<file path="config.mk">
export PLATFORM = sky130hd
export DESIGN_NAME = sinc3_scan
export DESIGN_NICKNAME = d
export VERILOG_FILES = /design/src/rtl/sinc3_scan_pkg.sv /design/src/rtl/sinc3_scan_ctrl.sv /design/src/rtl/sinc3_scan_dpath.sv /design/src/rtl/sinc3_scan.sv
export SDC_FILE = /design/constraint.sdc
export NUM_CORES = 1
export LEC_CHECK = 0
export ABC_AREA = 1
export BUFFER_PORTS_ARGS = -buffer_cell sky130_fd_sc_hd__buf_4
export CELL_PAD_IN_SITES_DETAIL_PLACEMENT = 2
export CELL_PAD_IN_SITES_GLOBAL_PLACEMENT = 2
export CORE_MARGIN = 2
export CORE_UTILIZATION = 38
export CTS_CLUSTER_SIZE = 28
export DETAILED_ROUTE_END_ITERATION = 6
export GPL_TIMING_DRIVEN = 0
export PLACE_DENSITY = 0.8
export SETUP_SLACK_MARGIN = 0.2
export SYNTH_ARGS = -nofsm -noshare
export SYNTH_HDL_FRONTEND = slang
export SYNTH_SLANG_ARGS = --single-unit
</file>
<file path="constraint.sdc">
create_clock -name clk -period 6.9 [get_ports clk]
set_clock_uncertainty 0.2 [all_clocks]
set_input_delay 1.035 -clock clk [delete_from_list [all_inputs] [get_ports clk]]
set_output_delay 1.035 -clock clk [all_outputs]
set_load 0.1 [all_outputs]
</file>
<file path="src/rtl/sinc3_scan_pkg.sv">
package sinc3_scan_pkg;

  // filter order: integrator and comb stage count
  localparam int ORDER = 3;

  // strobes sent from the sequencer to the datapath
  typedef struct packed {
    logic clearAll;    // wipe integrators and comb delays (channel switch)
    logic accumulate;  // integrators take one modulator bit
    logic combStep;    // comb takes the current integrator output
    logic publish;     // present the comb output as a result
  } seq_strobe_t;

endpackage

</file>
<file path="src/rtl/sinc3_scan_ctrl.sv">
module sinc3_scan_ctrl
  import sinc3_scan_pkg::*;
#(
  parameter int NUM_CH  = 4,
  parameter int RATIO_W = 8,
  localparam int CH_W   = (NUM_CH > 1) ? $clog2(NUM_CH) : 1
) (
  input  logic               clk,
  input  logic               rstN,
  input  logic [RATIO_W-1:0] cfgRatio,
  input  logic [NUM_CH-1:0]  chanEnable,
  output logic [CH_W-1:0]    curChan,
  output seq_strobe_t        strb
);

  localparam int WC_W = $clog2(ORDER + 1);

  logic               active;
  logic [CH_W-1:0]    cur;
  logic [RATIO_W-1:0] ratioLat;
  logic [RATIO_W-1:0] sampCnt;
  logic               combPend;
  logic [WC_W-1:0]    wordCnt;

  logic            anyEn;
  logic            lastWord;
  logic            ratioHit;
  logic            doSwitch;
  logic            goIdle;
  logic [CH_W-1:0] nextChan;
  logic [CH_W-1:0] lowAny;
  logic [CH_W-1:0] lowAbove;
  logic            foundAbove;

  assign anyEn    = |chanEnable;
  assign lastWord = combPend && (wordCnt == WC_W'(ORDER - 1));
  assign ratioHit = (sampCnt == ratioLat);
  assign doSwitch = anyEn && (!active || lastWord);
  assign goIdle   = active && lastWord && !anyEn;

  // next channel: lowest enabled above the current one, else lowest enabled
  always_comb begin
    lowAny     = '0;
    lowAbove   = '0;
    foundAbove = 1'b0;
    for (int i = NUM_CH - 1; i >= 0; i--) begin
      if (chanEnable[i]) begin
        lowAny = CH_W'(i);
        if (active && (i > int'(cur))) begin
          lowAbove   = CH_W'(i);
          foundAbove = 1'b1;
        end
      end
    end
    nextChan = foundAbove ? lowAbove : lowAny;
  end

  always_ff @(posedge clk or negedge rstN) begin
    if (!rstN) begin
      active   <= 1'b0;
      cur      <= '0;
      ratioLat <= '0;
      sampCnt  <= '0;
      combPend <= 1'b0;
      wordCnt  <= '0;
    end else if (doSwitch) begin
      active   <= 1'b1;
      cur      <= nextChan;
      ratioLat <= cfgRatio;
      sampCnt  <= '0;
      combPend <= 1'b0;
      wordCnt  <= '0;
    end else if (goIdle) begin
      active   <= 1'b0;
      combPend <= 1'b0;
    end else if (active) begin
      sampCnt  <= ratioHit ? '0 : sampCnt + RATIO_W'(1);
      combPend <= ratioHit;
      if (combPend) wordCnt <= wordCnt + WC_W'(1);
    end
  end

  assign curChan         = cur;
  assign strb.clearAll   = doSwitch;
  assign strb.accumulate = active;
  assign strb.combStep   = combPend;
  assign strb.publish    = lastWord;

endmodule

</file>
<file path="src/rtl/sinc3_scan_dpath.sv">
module sinc3_scan_dpath
  import sinc3_scan_pkg::*;
#(
  parameter int NUM_CH  = 4,
  parameter int RATIO_W = 8,
  localparam int CH_W   = (NUM_CH > 1) ? $clog2(NUM_CH) : 1,
  localparam int DW     = 1 + ORDER * RATIO_W
) (
  input  logic            clk,
  input  logic            rstN,
  input  logic            modBit,
  input  seq_strobe_t     strb,
  input  logic [CH_W-1:0] curChan,
  output logic [DW-1:0]   resData,
  output logic [CH_W-1:0] resChan,
  output logic            resValid
);

  logic [DW-1:0] integOut [ORDER];
  logic [DW-1:0] diff     [ORDER+1];

  // integrator chain at the modulator rate (modular arithmetic)
  for (genvar g = 0; g < ORDER; g++) begin : g_integ
    logic [DW-1:0] stageIn;
    logic [DW-1:0] accReg;
    if (g == 0) begin : g_first
      assign stageIn = {{(DW-1){1'b0}}, modBit};
    end else begin : g_next
      assign stageIn = integOut[g-1];
    end
    always_ff @(posedge clk or negedge rstN) begin
      if (!rstN)                accReg <= '0;
      else if (strb.clearAll)   accReg <= '0;
      else if (strb.accumulate) accReg <= accReg + stageIn;
    end
    assign integOut[g] = accReg;
  end

  // comb chain at the decimated rate
  assign diff[0] = integOut[ORDER-1];
  for (genvar g = 0; g < ORDER; g++) begin : g_comb
    logic [DW-1:0] dlyReg;
    always_ff @(posedge clk or negedge rstN) begin
      if (!rstN)              dlyReg <= '0;
      else if (strb.clearAll) dlyReg <= '0;
      else if (strb.combStep) dlyReg <= diff[g];
    end
    assign diff[g+1] = diff[g] - dlyReg;
  end

  always_ff @(posedge clk or negedge rstN) begin
    if (!rstN) begin
      resValid <= 1'b0;
      resData  <= '0;
      resChan  <= '0;
    end else begin
      resValid <= strb.publish;
      if (strb.publish) begin
        resData <= diff[ORDER];
        resChan <= curChan;
      end
    end
  end

endmodule

</file>
<file path="src/rtl/sinc3_scan.sv">
module sinc3_scan
  import sinc3_scan_pkg::*;
#(
  parameter int NUM_CH  = 4,
  parameter int RATIO_W = 8,
  localparam int CH_W   = (NUM_CH > 1) ? $clog2(NUM_CH) : 1,
  localparam int DW     = 1 + ORDER * RATIO_W
) (
  input  logic               clk,
  input  logic               rstN,
  input  logic               modBit,
  input  logic [RATIO_W-1:0] cfgRatio,
  input  logic [NUM_CH-1:0]  chanEnable,
  output logic [CH_W-1:0]    muxSel,
  output logic [DW-1:0]      resData,
  output logic [CH_W-1:0]    resChan,
  output logic               resValid
);

  seq_strobe_t strb;

  sinc3_scan_ctrl #(.NUM_CH(NUM_CH), .RATIO_W(RATIO_W)) u_ctrl (
    .clk        (clk),
    .rstN       (rstN),
    .cfgRatio   (cfgRatio),
    .chanEnable (chanEnable),
    .curChan    (muxSel),
    .strb       (strb)
  );

  sinc3_scan_dpath #(.NUM_CH(NUM_CH), .RATIO_W(RATIO_W)) u_dpath (
    .clk      (clk),
    .rstN     (rstN),
    .modBit   (modBit),
    .strb     (strb),
    .curChan  (muxSel),
    .resData  (resData),
    .resChan  (resChan),
    .resValid (resValid)
  );

endmodule

</file>
## Word-level counts from Yosys, hierarchy flattened

Cells that the tools add are included.
Widths: inputs -> output; s select.

| storage, ports and cells | value |
|---|---|
| register bits | 200 |
| word-level logic and storage cells | 88 |
| input bits | 15 |

| operators by class | value |
|---|---|
| $lt $le $gt $ge | 3 |
| reductions and logical operators | 17 |
| multiplexer cells | 42 |
| add/subtract/negate cells | 8 |
| eq/ne operators | 3 |

Operators with widths:

| kind | count |
|---|---|
| $mux 25 | 12 |
| $sub 25x25->25 | 3 |
| $add 25x25->25 | 2 |
| $mux 8 | 4 |
| $mux 2 | 15 |
| $add 25x1->25 | 1 |
| $mux 1 | 11 |
| $add 8x1->8 const B | 1 |
| $eq 8x8->1 | 1 |
| $logic_and 1x1->1 | 7 |
| $reduce_bool 2->1 | 3 |
| $gt 2x2->1 const A | 2 |
| $reduce_or 4->1 | 1 |
| $reduce_and 3->1 | 1 |
| $reduce_bool 3->1 | 1 |
| $add 2x1->2 const B | 1 |
| $eq 2x2->1 const B | 1 |
| $gt 1x2->1 const A | 1 |
| $logic_not 1->1 | 2 |
| $ne 2x1->1 const B | 1 |
| $reduce_and 2->1 | 1 |
| $logic_or 1x1->1 | 1 |

## Depth between registers and ports, before layout

| logic depth | value |
|---|---|
| depth after elaboration | 9 |
| mapped depth | 35 |

## Hierarchy

A second synthesis with hierarchy kept.

| second synthesis, totals | value |
|---|---|
| cell total of the unflattened synthesis | 1974 |
| area total of the unflattened synthesis | 14694.1 um^2 |

By module, submodules not included:

| module | times used | area each (um^2) | cells an instance |
|---|---|---|---|
| sinc3_scan_dpath | 1 | 13386.6 | 1808 |
| sinc3_scan_ctrl | 1 | 1307.5 | 166 |

## Worst setup path after synthesis

No wires, ideal clock.

| path | value |
|---|---|
| kind | register to register |
| from | register u_dpath.g_comb[0].dlyReg[0] |
| to | register u_dpath.resData[21] |
| slack | 2137 ps |
| data arrival time | 4481 ps |
| period minus slack after synthesis | 4763 ps |
| stages on the path, launching flop included | 32 |
| path buffers | 0 |
| cell sequence | dfrtp_1 ha_1 fa_1 inv_1 nand2_1 nand2_1 nand3_1 nand2_2 a21oi_2 o21ai_0 xor2_1 inv_1 ha_1 nand2_1 inv_1 a21oi_1 o21ai_2 a21oi_2 o21ai_2 nand2_1 nand2_1 or2_0 nand2_1 inv_1 ha_1 a21oi_1 o21ai_0 a21oi_1 nand3_1 a31o_2 or2_1 a31oi_1 |

| on the way | value |
|---|---|
| cells in the longest elaborated chain, start to end | 3 |

RTL lines:

| element | line | text |
|---|---|---|
| from (decl) | sinc3_scan_dpath.sv:42 | `logic [DW-1:0] dlyReg;` |
| from (signal assigned) | sinc3_scan_dpath.sv:46 | `else if (strb.combStep) dlyReg <= diff[g];` |
| $sub 25x25->25 (3 in series) | sinc3_scan_dpath.sv:48 | `assign diff[g+1] = diff[g] - dlyReg;` |
| to (signal assigned) | sinc3_scan_dpath.sv:59 | `resData <= diff[ORDER];` |
| to (decl) | sinc3_scan_dpath.sv:14 | `output logic [DW-1:0] resData,` |

Every way passes these cells.
A chain may end at the register's enable or synchronous reset.

## Final worst setup path

| path | value |
|---|---|
| from | register u_dpath.g_integ[2].accReg[0] |
| to | register u_dpath.resData[24] |

| on the way | value |
|---|---|
| cells in the longest elaborated chain, start to end | 3 |

RTL lines:

| element | line | text |
|---|---|---|
| from (decl) | sinc3_scan_dpath.sv:25 | `logic [DW-1:0] accReg;` |
| from (signal assigned) | sinc3_scan_dpath.sv:34 | `else if (strb.accumulate) accReg <= accReg + stageIn;` |
| $sub 25x25->25 (3 in series) | sinc3_scan_dpath.sv:48 |  |

Every way passes these cells.

==> flow_summary.json <==
{
  "finalWorstPathRequiredPeriod_ns": 6.032,
  "totalWireLength_microns": 48840,
  "arrival_ns": 6.20,
  "cp_endpoint_kind": "register",
  "synth_area_leader_cell": "sky130_fd_sc_hd__dfrtp_1",
  "holdBufCountCts": 0,
  "drt-wirelength-per-cell_microns": 19.67,
  "synthesis.area_per_instance_sq_um": 7.623,
  "dr.first_iter.drc_count": 469,
  "worst_pin_slew_ns": 0.6338,
  "cts-root-to-sink-buffers": 2,
  "synth.ff_latch_count": 200,
  "gr-usage-all-layers_pct": 25.72,
  "drt-vias-per-instance": 5.403,
  "total_neg_setup_slack_ns": 0,
  "crit_required_ns": 7.07,
  "setup.worst_path.class": "register to register",
  "hold_path_class": "primary input to async pin",
  "skew_pair_late_insertion_delay_ns": 0.47,
  "antennaDiodeCount": 0,
  "post_synth_instance_area_sq_um": 14440,
  "cap_violations": 0,
  "clkTransAtPathRegs_ns": 0.08,
  "ctsHtreeMaxLevel": 4,
  "post_synth_num_cell_types": 68,
  "buffer_ports.inserted": 44,
  "gpl.final_weighted_congestion": 0.8669,
  "global_route_wire_length_before_repair_microns": 79290,
  "yosys-top-cells-area": "sky130_fd_sc_hd__dfrtp_1 (35%), sky130_fd_sc_hd__nand2_1 (11%), sky130_fd_sc_hd__ha_1 (11%)",
  "grt_antenna_before_repair": 0,
  "layout.filler_cells": 4444,
  "num-nets-final": 2103,
  "first_global_vias": 14720,
  "worst_slew_margin_rel_pct": 57.74,
  "slowest_stage": "sky130_fd_sc_hd__nor4_1",
  "postCtsResizedCells": 0,
  "synth_top_flop_cell": "sky130_fd_sc_hd__dfrtp_1",
  "detail-route-antenna-nets": 0,
  "start_util_pct": 38.42,
  "grt.overflow.total": 0,
  "coreArea_sq_um": 37580,
  "detail_route.drc_violations": 0,
  "min_period_over_period_pct": 87.43,
  "async_flop_share_pct": 100.0,
  "post_cts.repair.setup_buffers": 0,
  "dr_total_vias": 13420,
  "yosys_warnings": 0,
  "area_added_between_synthesis_and_finish_pct": 11.58,
  "boundaryPins": 45,
  "maxClockFrequency_ghz": 0.1658,
  "netlist_instances": 1894,
  "pin_count_of_the_biggest_net_entering_global_routing": 85,
  "die_area_sq_um": 39570,
  "die_height_microns": 198.9,
  "run_status": "completed",
  "r2r.worst_path.cells": 29,
  "root_buffer_cell": "sky130_fd_sc_hd__clkbuf_16",
  "post_dp_hpwl_microns": 38860,
  "synth-edff-count": 0,
  "post_route_cells_drive_above_1_share_pct": 9.178,
  "dieWidth_microns": 198.9,
  "timing.final.hold_violations": 0,
  "cts_made_buffers": 17,
  "floorplan.rows": 71,
  "detail_route.first_pass.iterations": 6,
  "mappedNetlistNets": 2038,
  "rsz0062_at_grt": "no",
  "slew_viol_final": 0,
  "timing.critical_path.fanout_max": 5,
  "setup-violations-final": 0,
  "setup_crit_start_kind": "register",
  "synth_seq_area_share_pct": 34.67,
  "cts_tree": "yes",
  "cts.sink_count": 200,
  "synth_top_area_share_pct": 34.67,
  "timing.critical_path.slowest_cell_delay_ns": 0.45
}
logic make-up (layout without fill, tap and decap cells):
kind of cell / count (synthesis) / count (layout) / share of synthesized area (%)
flops: 200 / 200 / 34.67
compound gates: 476 / 476 / 19.15
xor+xnor: 73 / 73 / 4.532
simple gates: 719 / 719 / 22.05
buf+inv: 297 / 375 / 8.164
fa+ha+maj: 129 / 129 / 11.44
state kept, by name (all words and copies together) (netlist names), 2 cells and up:
| signal | count |
|---|---|
| u_ctrl.curChan | 2 |
| u_ctrl.ratioLat | 8 |
| u_ctrl.sampCnt | 8 |
| u_ctrl.wordCnt | 2 |
| u_dpath.g_comb.dlyReg | 75 |
| u_dpath.g_integ.accReg | 75 |
| u_dpath.resChan | 2 |
| u_dpath.resData | 25 |
cell usage in the layout, fill, tap and decap left out, types with 23 or more instances in the layout:
| cell | synthesis | routed |
|---|---|---|
| sky130_fd_sc_hd__nand2_1 | 424 | 424 |
| sky130_fd_sc_hd__nor3_1 | 25 | 25 |
| sky130_fd_sc_hd__dfrtp_1 | 200 | 200 |
| sky130_fd_sc_hd__inv_1 | 253 | 253 |
| sky130_fd_sc_hd__nor2_1 | 114 | 114 |
| sky130_fd_sc_hd__a21oi_1 | 155 | 155 |
| sky130_fd_sc_hd__o21ai_0 | 144 | 144 |
| sky130_fd_sc_hd__xnor2_1 | 24 | 24 |
| sky130_fd_sc_hd__o21ai_1 | 23 | 23 |
| sky130_fd_sc_hd__buf_4 | 0 | 43 |
| sky130_fd_sc_hd__ha_1 | 124 | 124 |
| sky130_fd_sc_hd__o22ai_1 | 47 | 47 |
| sky130_fd_sc_hd__xor2_1 | 47 | 47 |
| sky130_fd_sc_hd__nand3_1 | 68 | 68 |
synthesized netlist by cell type (8+ instances only):
| cell type | n |
|---|---|
| sky130_fd_sc_hd__buf_2 | 19 |
| sky130_fd_sc_hd__nand3_2 | 12 |
| sky130_fd_sc_hd__a211oi_1 | 8 |
| sky130_fd_sc_hd__o21ai_0 | 144 |
| sky130_fd_sc_hd__nor3_1 | 25 |
| sky130_fd_sc_hd__nand3_1 | 68 |
| sky130_fd_sc_hd__nor2_1 | 114 |
| sky130_fd_sc_hd__inv_1 | 253 |
| sky130_fd_sc_hd__xor2_1 | 47 |
| sky130_fd_sc_hd__o21ai_1 | 23 |
| sky130_fd_sc_hd__xnor2_1 | 24 |
| sky130_fd_sc_hd__o31ai_1 | 10 |
| sky130_fd_sc_hd__a31oi_1 | 13 |
| sky130_fd_sc_hd__dfrtp_1 | 200 |
| sky130_fd_sc_hd__o22ai_1 | 47 |
| sky130_fd_sc_hd__nand2_1 | 424 |
| sky130_fd_sc_hd__clkbuf_1 | 10 |
| sky130_fd_sc_hd__a21o_1 | 11 |
| sky130_fd_sc_hd__ha_1 | 124 |
| sky130_fd_sc_hd__nand4_1 | 21 |
| sky130_fd_sc_hd__o21ai_2 | 8 |
| sky130_fd_sc_hd__a21oi_1 | 155 |
| sky130_fd_sc_hd__o21bai_1 | 13 |
layer usage:
| layer | share of wire, % | vias up | global-route usage (%) |
|---|---|---|---|
| met2 | 53 | 113 | 48.43 |
| met4 | 2.9 | 0 | 9.038 |
| met3 | 1.5 | 64 | 2.798 |
| met5 | 0 | - | 0 |
| met1 | 43 | 6764 | 30.02 |
| li1 | - | 6475 | - |
path summary, 6_finish.rpt:
check	startpoint	endpoint	slack, ns
max reg2reg	u_dpath.g_integ[2].accReg[0]$_DFFE_PN0P_	u_dpath.resData[24]$_DFFE_PN0P_	0.87
min reg2reg	u_dpath.resData[24]$_DFFE_PN0P_	u_dpath.resData[24]$_DFFE_PN0P_	0.29
min	rstN	u_dpath.g_comb[1].dlyReg[5]$_DFFE_PN0N_	0.27
max	u_dpath.g_integ[2].accReg[0]$_DFFE_PN0P_	u_dpath.resData[24]$_DFFE_PN0P_	0.87
min in group clk	u_dpath.resData[24]$_DFFE_PN0P_	u_dpath.resData[24]$_DFFE_PN0P_	0.29
max in group asynchronous	rstN	u_ctrl.ratioLat[1]$_DFFE_PN0P_	5.37
worst max-delay path, delay by kind of cell (launching register included):
kind	cells	cell delay (ns)
DFF	1	0.36
and+or+nand+nor	17	2.86
adders and majority gates	4	1.35
AOI/OAI and AO/OA	4	0.61
buffers and inverters	3	0.28
xor gates and xnor gates	1	0.29
final cells by class:
type / instances / area (sq um) / area share, %
inverters: 264 / 1001 / 6.214
well taps: 511 / 639.4 / 3.969
clock inverters: 15 / 214.0 / 1.328
multi-input cells: 1397 / 8254 / 51.24
clock buffers: 17 / 425.4 / 2.641
plain buffers: 33 / 177.7 / 1.103
repair buffers: 46 / 392.9 / 2.439
flip-flops and latches: 200 / 5005 / 31.07
per-stage QoR:
step                      hold slack [ns]  setup WS, ns  cells  util [%]  cell area, sq um
after global placement             0.2655         1.124   2449     41.00             15410
after floorplan                    0.2478         2.137   1894         -             14440
after detailed placement           0.2705         1.014   2451     41.17             15470
after CTS                          0.2937        0.9059   2483     42.87             16110
final                              0.2672        0.8676   2483     42.87             16110
after global routing               0.2940        0.4091   2483     42.87             16110
Power is left out: the tool's default activity adds up to more than one toggle a clock period on the data nets, which glitch-free logic cannot reach.
